==> src/rtl/cap_pkg.sv <==
package cap_pkg;
  localparam int DATA_W   = 64;
  localparam int INDEX_W  = 32;
  localparam int NUM_W    = 30;
  localparam int FAST_BIT = 31;
  localparam int BANK_BIT = 30;
  localparam int LOW_W    = 32;

  typedef enum logic {
    ALIAS_LEGACY = 1'b0,
    ALIAS_FULL   = 1'b1
  } wr_alias_e;
endpackage

==> src/rtl/cap_wr_path.sv <==
module cap_wr_path
  import cap_pkg::*;
#(
  parameter int NUM_GP = 4,
  parameter int NUM_FX = 3,
  parameter int GP_W   = 48,
  parameter int FX_W   = 48,
  parameter int SEL_W  = 4
) (
  input  logic                clk,
  input  logic                rst_n,
  input  logic                req_i,
  input  logic                alias_i,
  input  logic                bank_i,
  input  logic [SEL_W-1:0]    sel_i,
  input  logic [DATA_W-1:0]   data_i,
  output logic [NUM_GP-1:0]   gp_we_o,
  output logic [NUM_FX-1:0]   fx_we_o,
  output logic [GP_W-1:0]     gp_wdata_o,
  output logic [FX_W-1:0]     fx_wdata_o,
  output logic                fault_o
);
  localparam logic [SEL_W:0] GP_LIM = (SEL_W+1)'(NUM_GP);
  localparam logic [SEL_W:0] FX_LIM = (SEL_W+1)'(NUM_FX);

  logic              sel_ok, hi_set, fault_nxt, wr_ok;
  logic [GP_W-1:0]   gp_wd_nxt;
  logic [FX_W-1:0]   fx_wd_nxt;
  logic [NUM_GP-1:0] gp_we_nxt, gp_we_q;
  logic [NUM_FX-1:0] fx_we_nxt, fx_we_q;
  logic [GP_W-1:0]   gp_wd_q;
  logic [FX_W-1:0]   fx_wd_q;
  logic              fault_q;

  always_comb begin
    sel_ok    = bank_i ? ({1'b0, sel_i} < FX_LIM) : ({1'b0, sel_i} < GP_LIM);
    hi_set    = |(data_i >> GP_W);
    fault_nxt = req_i & (~sel_ok | (~bank_i & (alias_i == ALIAS_FULL) & hi_set));
    wr_ok     = req_i & ~fault_nxt;
    if (alias_i == ALIAS_FULL) gp_wd_nxt = data_i[GP_W-1:0];
    else                       gp_wd_nxt = {{(GP_W-LOW_W){data_i[LOW_W-1]}}, data_i[LOW_W-1:0]};
    fx_wd_nxt = data_i[FX_W-1:0];
  end

  for (genvar g = 0; g < NUM_GP; g++) begin : g_gp_we
    assign gp_we_nxt[g] = wr_ok & ~bank_i & (sel_i == SEL_W'(g));
  end
  for (genvar f = 0; f < NUM_FX; f++) begin : g_fx_we
    assign fx_we_nxt[f] = wr_ok & bank_i & (sel_i == SEL_W'(f));
  end

  always_ff @(posedge clk or negedge rst_n) begin
    if (!rst_n) begin
      gp_we_q <= '0;
      fx_we_q <= '0;
      fault_q <= 1'b0;
    end else begin
      gp_we_q <= gp_we_nxt;
      fx_we_q <= fx_we_nxt;
      fault_q <= fault_nxt;
    end
  end

  always_ff @(posedge clk or negedge rst_n) begin
    if (!rst_n) begin
      gp_wd_q <= '0;
      fx_wd_q <= '0;
    end else begin
      if (wr_ok & ~bank_i) gp_wd_q <= gp_wd_nxt;
      if (wr_ok &  bank_i) fx_wd_q <= fx_wd_nxt;
    end
  end

  assign gp_we_o    = gp_we_q;
  assign fx_we_o    = fx_we_q;
  assign gp_wdata_o = gp_wd_q;
  assign fx_wdata_o = fx_wd_q;
  assign fault_o    = fault_q;

  AST_WE_ONEHOT: assert property (@(posedge clk) disable iff (!rst_n)
    $onehot0({gp_we_q, fx_we_q}));
  AST_FAULT_NO_WE: assert property (@(posedge clk) disable iff (!rst_n)
    fault_q |-> (gp_we_q == '0) && (fx_we_q == '0));
  AST_WIDE_FULL_FAULTS: assert property (@(posedge clk) disable iff (!rst_n)
    (req_i && !bank_i && alias_i && hi_set) |=> fault_q && (gp_we_q == '0));
  AST_LEGACY_SEXT: assert property (@(posedge clk) disable iff (!rst_n)
    (req_i && !bank_i && !alias_i) |=> (fault_q ||
      (&gp_wd_q[GP_W-1:LOW_W-1]) || !(|gp_wd_q[GP_W-1:LOW_W-1])));
endmodule

==> src/rtl/cap_rd_path.sv <==
module cap_rd_path
  import cap_pkg::*;
#(
  parameter int NUM_GP = 4,
  parameter int NUM_FX = 3,
  parameter int GP_W   = 48,
  parameter int FX_W   = 48
) (
  input  logic                     clk,
  input  logic                     rst_n,
  input  logic                     req_i,
  input  logic [INDEX_W-1:0]       index_i,
  input  logic [NUM_GP*GP_W-1:0]   gp_vals_i,
  input  logic [NUM_FX*FX_W-1:0]   fx_vals_i,
  output logic [DATA_W-1:0]        data_o,
  output logic                     valid_o,
  output logic                     fault_o
);
  localparam logic [NUM_W-1:0] GP_LIM = NUM_W'(NUM_GP);
  localparam logic [NUM_W-1:0] FX_LIM = NUM_W'(NUM_FX);

  logic [NUM_W-1:0]  num;
  logic              bank, fast, num_ok;
  logic [DATA_W-1:0] sel_val, data_nxt;
  logic [DATA_W-1:0] data_q;
  logic              valid_q, fault_q;

  always_comb begin
    num     = index_i[NUM_W-1:0];
    bank    = index_i[BANK_BIT];
    fast    = index_i[FAST_BIT];
    num_ok  = bank ? (num < FX_LIM) : (num < GP_LIM);
    sel_val = '0;
    if (bank) begin
      for (int i = 0; i < NUM_FX; i++)
        if (num == NUM_W'(i)) sel_val = DATA_W'(fx_vals_i[i*FX_W +: FX_W]);
    end else begin
      for (int i = 0; i < NUM_GP; i++)
        if (num == NUM_W'(i)) sel_val = DATA_W'(gp_vals_i[i*GP_W +: GP_W]);
    end
    if (!num_ok)   data_nxt = '0;
    else if (fast) data_nxt = {{(DATA_W-LOW_W){1'b0}}, sel_val[LOW_W-1:0]};
    else           data_nxt = sel_val;
  end

  always_ff @(posedge clk or negedge rst_n) begin
    if (!rst_n) begin
      valid_q <= 1'b0;
      fault_q <= 1'b0;
    end else begin
      valid_q <= req_i & num_ok;
      fault_q <= req_i & ~num_ok;
    end
  end

  always_ff @(posedge clk or negedge rst_n) begin
    if (!rst_n)     data_q <= '0;
    else if (req_i) data_q <= data_nxt;
  end

  assign data_o  = data_q;
  assign valid_o = valid_q;
  assign fault_o = fault_q;

  AST_RD_EXCLUSIVE: assert property (@(posedge clk) disable iff (!rst_n)
    !(valid_q && fault_q));
  AST_FAST_UPPER_ZERO: assert property (@(posedge clk) disable iff (!rst_n)
    (req_i && fast) |=> (data_q[DATA_W-1:LOW_W] == '0));
  AST_BAD_INDEX_FAULTS: assert property (@(posedge clk) disable iff (!rst_n)
    (req_i && !num_ok) |=> fault_q && !valid_q && (data_q == '0));
endmodule

==> src/rtl/counter_access_port.sv <==
module counter_access_port
  import cap_pkg::*;
#(
  parameter int NUM_GP = 4,
  parameter int NUM_FX = 3,
  parameter int GP_W   = 48,
  parameter int FX_W   = 48,
  parameter int SEL_W  = 4
) (
  input  logic                     clk,
  input  logic                     rst_n,
  input  logic                     wr_req_i,
  input  logic                     wr_alias_i,
  input  logic                     wr_bank_i,
  input  logic [SEL_W-1:0]         wr_sel_i,
  input  logic [63:0]              wr_data_i,
  input  logic                     rd_req_i,
  input  logic [31:0]              rd_index_i,
  input  logic [NUM_GP*GP_W-1:0]   gp_vals_i,
  input  logic [NUM_FX*FX_W-1:0]   fx_vals_i,
  output logic [NUM_GP-1:0]        gp_we_o,
  output logic [NUM_FX-1:0]        fx_we_o,
  output logic [GP_W-1:0]          gp_wdata_o,
  output logic [FX_W-1:0]          fx_wdata_o,
  output logic [63:0]              rd_data_o,
  output logic                     rd_valid_o,
  output logic                     fault_o
);
  logic wr_fault, rd_fault;

  cap_wr_path #(
    .NUM_GP(NUM_GP), .NUM_FX(NUM_FX), .GP_W(GP_W), .FX_W(FX_W), .SEL_W(SEL_W)
  ) u_wr (
    .clk(clk), .rst_n(rst_n), .req_i(wr_req_i), .alias_i(wr_alias_i),
    .bank_i(wr_bank_i), .sel_i(wr_sel_i), .data_i(wr_data_i),
    .gp_we_o(gp_we_o), .fx_we_o(fx_we_o), .gp_wdata_o(gp_wdata_o),
    .fx_wdata_o(fx_wdata_o), .fault_o(wr_fault)
  );

  cap_rd_path #(
    .NUM_GP(NUM_GP), .NUM_FX(NUM_FX), .GP_W(GP_W), .FX_W(FX_W)
  ) u_rd (
    .clk(clk), .rst_n(rst_n), .req_i(rd_req_i), .index_i(rd_index_i),
    .gp_vals_i(gp_vals_i), .fx_vals_i(fx_vals_i), .data_o(rd_data_o),
    .valid_o(rd_valid_o), .fault_o(rd_fault)
  );

  assign fault_o = wr_fault | rd_fault;

  AST_FAULT_NEEDS_REQ: assert property (@(posedge clk) disable iff (!rst_n)
    fault_o |-> $past(wr_req_i || rd_req_i));
  AST_VALID_NEEDS_READ: assert property (@(posedge clk) disable iff (!rst_n)
    rd_valid_o |-> $past(rd_req_i));
endmodule

==> config.mk <==
export PLATFORM = sky130hd
export DESIGN_NAME = counter_access_port
export DESIGN_NICKNAME = d
export VERILOG_FILES = /design/src/rtl/cap_pkg.sv /design/src/rtl/cap_wr_path.sv /design/src/rtl/cap_rd_path.sv /design/src/rtl/counter_access_port.sv
export SDC_FILE = /design/constraint.sdc
export NUM_CORES = 1
export LEC_CHECK = 0
export CAP_MARGIN = 40
export CORE_AREA = 2 2 240 242
export CTS_BUF_LIST = sky130_fd_sc_hd__clkbuf_16
export DETAILED_ROUTE_END_ITERATION = 8
export DIE_AREA = 0 0 242 244
export PLACE_DENSITY = 0.5
export SYNTH_ARGS = -nofsm -noshare
export SYNTH_HDL_FRONTEND = slang
export SYNTH_HIERARCHICAL = 1
export SYNTH_SLANG_ARGS = --single-unit
==> constraint.sdc <==
create_clock -name clk -period 0.8 [get_ports clk]
set_input_delay 0.16 -clock clk [delete_from_list [all_inputs] [get_ports clk]]
set_output_delay 0.16 -clock clk [all_outputs]
set_load 0.03 [all_outputs]
==> results.txt <==
Status -> complete, but fails checks
Failing checks -> setup timing
Synth area leaders -> dfrtp_1, mux2_2, a2bb2oi_1
Nets -> 1965
Vias in the first global route -> 10600
DRC Markers -> 0
Gr ovfl total -> 0
Port Buffers -> 594
RePlAce Congestion -> 0.877
Row cnt -> 87
Total clock sinks -> 154
Post-Synthesis Cell Area -> 8960 um^2
Die W -> 242 um
Pre-CTS setup slack -> -1.36 ns
1st-pass router iterations -> 5
Synth area leader -> dfrtp_1
Largest net degree at the start of global routing -> 40
First-pass GRT wire length -> 72600 um
Highest Signal Layer -> met5
Final setup fails -> 306
Mapped Cells -> 770
Vias/cell -> 4.30
Total power -> 32.0 mW
Number of flops mapped to enable cells by yosys -> 0
Actual slew at the worst max-slew pin -> 0.531 ns
Fin crit period -> 1.37 ns
I/O pin total -> 611
WS Path Type -> flop to primary output
Async SR Flop Fraction -> 100%
Worst setup SP type -> flop
RSZ-0062 raised after global routing -> true
Initial core utilization -> 15.9%
Maximum clock rate -> 729 MHz
Clock Path Buffers -> 2
Period utilisation layout -> 171%
Max Fanout on Critical Path -> 1
Synth cell count leaders -> dfrtp_1, mux2_2, nand2_1
Seq/Total Area, Yosys -> 43.0%
Total wire length -> 52200 um
WP data arrival -> 1.21 ns
Top-count cell post-synth -> dfrtp_1
Antenna violations before repair -> 18
Crit. End Element -> primary output
Fin. max-slew vios -> 0
Tot GR Track Use -> 17.0%
Main synth FF type -> dfrtp_1
Post-route cell area -> 20100 um^2
WL met3 -> 4260 um
Clock Skew -> 0 ns
Final Util -> 35.8%
Htree depth -> 4
Required @ worst endpoint -> 0.64 ns
Synthesized area per cell -> 11.6 um^2
Met2 WL -> 27100 um
Reg2reg setup slack -> -0.23 ns
CTS Buf Count -> 17
HP Start -> wr_sel_i[0]
Placed Instance Area -> 16500 um^2
Final setup margin -> -0.571 ns
Hold Violations, Final -> 0
Synth Warn # -> 6
Core area -> 56200 um^2
Yosys reg bits -> 154
1st-iter DRT viols -> 317
PwrDens -> 1590 nW/um^2
Layout cells sized above 1 -> 48.0%
Worst R2R Start -> u_wr/gp_wdata_o[28]
Clock Latency Late Sink -> 0.47 ns
Area growth syn-to-layout -> 124%
Crit path from -> u_wr/fault_o
Worst min-delay path category -> input port to flop
Relative slew slack -> 64.6%
Clock Tree Root -> clkbuf_16
Pleak -> 8.63 nW
Routed WL per cell -> 22.7 um
Clock transition at path regs -> 0.07 ns
Post-Route M1 WL -> 19200 um
Chip height -> 244 um
ANT nets after route -> 0
HPWL after detailed placement -> 38600 um
Synth cell types -> 53
Via count -> 9869
CTS tree -> built
Max Cap Viol -> 0
Share of the synthesized area in the top cell type -> 43.0%
Peak supply drop -> 1450 uV
Die area -> 59000 um^2
[power by group]
group          switching (mW)  internal [mW]  total, mW
Combinational            5.99           7.89       13.9
Sequential              0.937           8.97       9.91
Clock                    3.91           4.34       8.24
[per-stage QoR]
step / TNS (ns) / hold WS, ns / std cells
2_1_floorplan: -69.95 / -0.136 / 785
3_3_place_gp: -166.42 / 0.0104 / 2135
3_5_place_dp: -169.88 / 0.00767 / 2135
4_1_cts: -98.08 / 0.00921 / 2266
5_1_grt: -102.01 / 0.0466 / 2294
6_report: -91.94 / 0.0752 / 2296
[state kept, by name, indices dropped and copies added (netlist names)]
name and count:
u_wr/fault_o 1, u_wr/gp_we_o 4, u_rd/fault_o 1, u_rd/valid_o 1, u_wr/fx_wdata_o 48, u_wr/fx_we_o 3, u_wr/gp_wdata_o 48, u_rd/data_o 48
[area by class of cell]
class / instances / area (um^2)
tap: 756 / 946
antenna: 4 / 10.0
clock buffer: 17 / 425
fill: 5601 / 36100
inverter: 35 / 136
sequential: 154 / 3850
timing repair buffer: 805 / 8740
multi-input combinational: 510 / 5850
clock inverter: 15 / 146
[per-layer routing]
| metal | up-vias | global-route usage, % |
|---|---|---|
| met1 | 4860 | 17.9 |
| met4 | 18 | 5.30 |
| met3 | 85 | 6.15 |
| li1 | 4426 | - |
| met5 | - | 0 |
| met2 | 480 | 31.3 |
[critical path, cell delays in order, from the launching register on]
cell     delay (ns)
dfrtp_1        0.36
or2_4          0.24
buf_6          0.14
[final timing paths]
kind | to | cells after the start
hold / removal | u_wr/fx_we_o[0] | 3
min in group asynchronous | u_wr/fx_wdata_o[26] | 2
max in group asynchronous | u_wr/fx_wdata_o[23] | 3
hold reg to reg | u_rd/data_o[39] | 1
setup reg to reg | u_wr/gp_wdata_o[28] | 3
setup / recovery | fault_o | 2
[cell usage in the layout (no fill, tap or decap), types with 14 or more instances in the layout]
master / count
mux2_2: 41
dlygate4sd2_1: 71
mux2i_1: 35
buf_4: 124
inv_1: 33
conb_1: 16
clkbuf_16: 20
o21ai_2: 20
buf_6: 162
a2bb2oi_2: 39
dfrtp_1: 153
clkdlybuf4s50_1: 312
a221oi_2: 20
buf_2: 24
a32o_1: 16
buf_12: 67
buf_8: 14
mux2_4: 82
nand2b_1: 32
nand2_1: 48
mux4_2: 16
o32ai_2: 29
[logic make-up after synthesis]
kind of cell	Yosys count	synth area share, %
AO/OA/AOI/OAI	179	16.9
multiplexers	176	23.9
flip-flops	154	43.0
AND/OR/NAND/NOR	139	9.12
buffers and inverters	121	7.03
other	1	0.0419
[timing repair]
action	in CTS	in global routing
cloned	17	3
hold endpoints to repair	159	0
resized for setup	598	103
setup endpoints to repair	307	306
pin swaps	116	37
buffers inserted	80	35
hold buffers	4	0
Power figures use the tool's default switching activity.
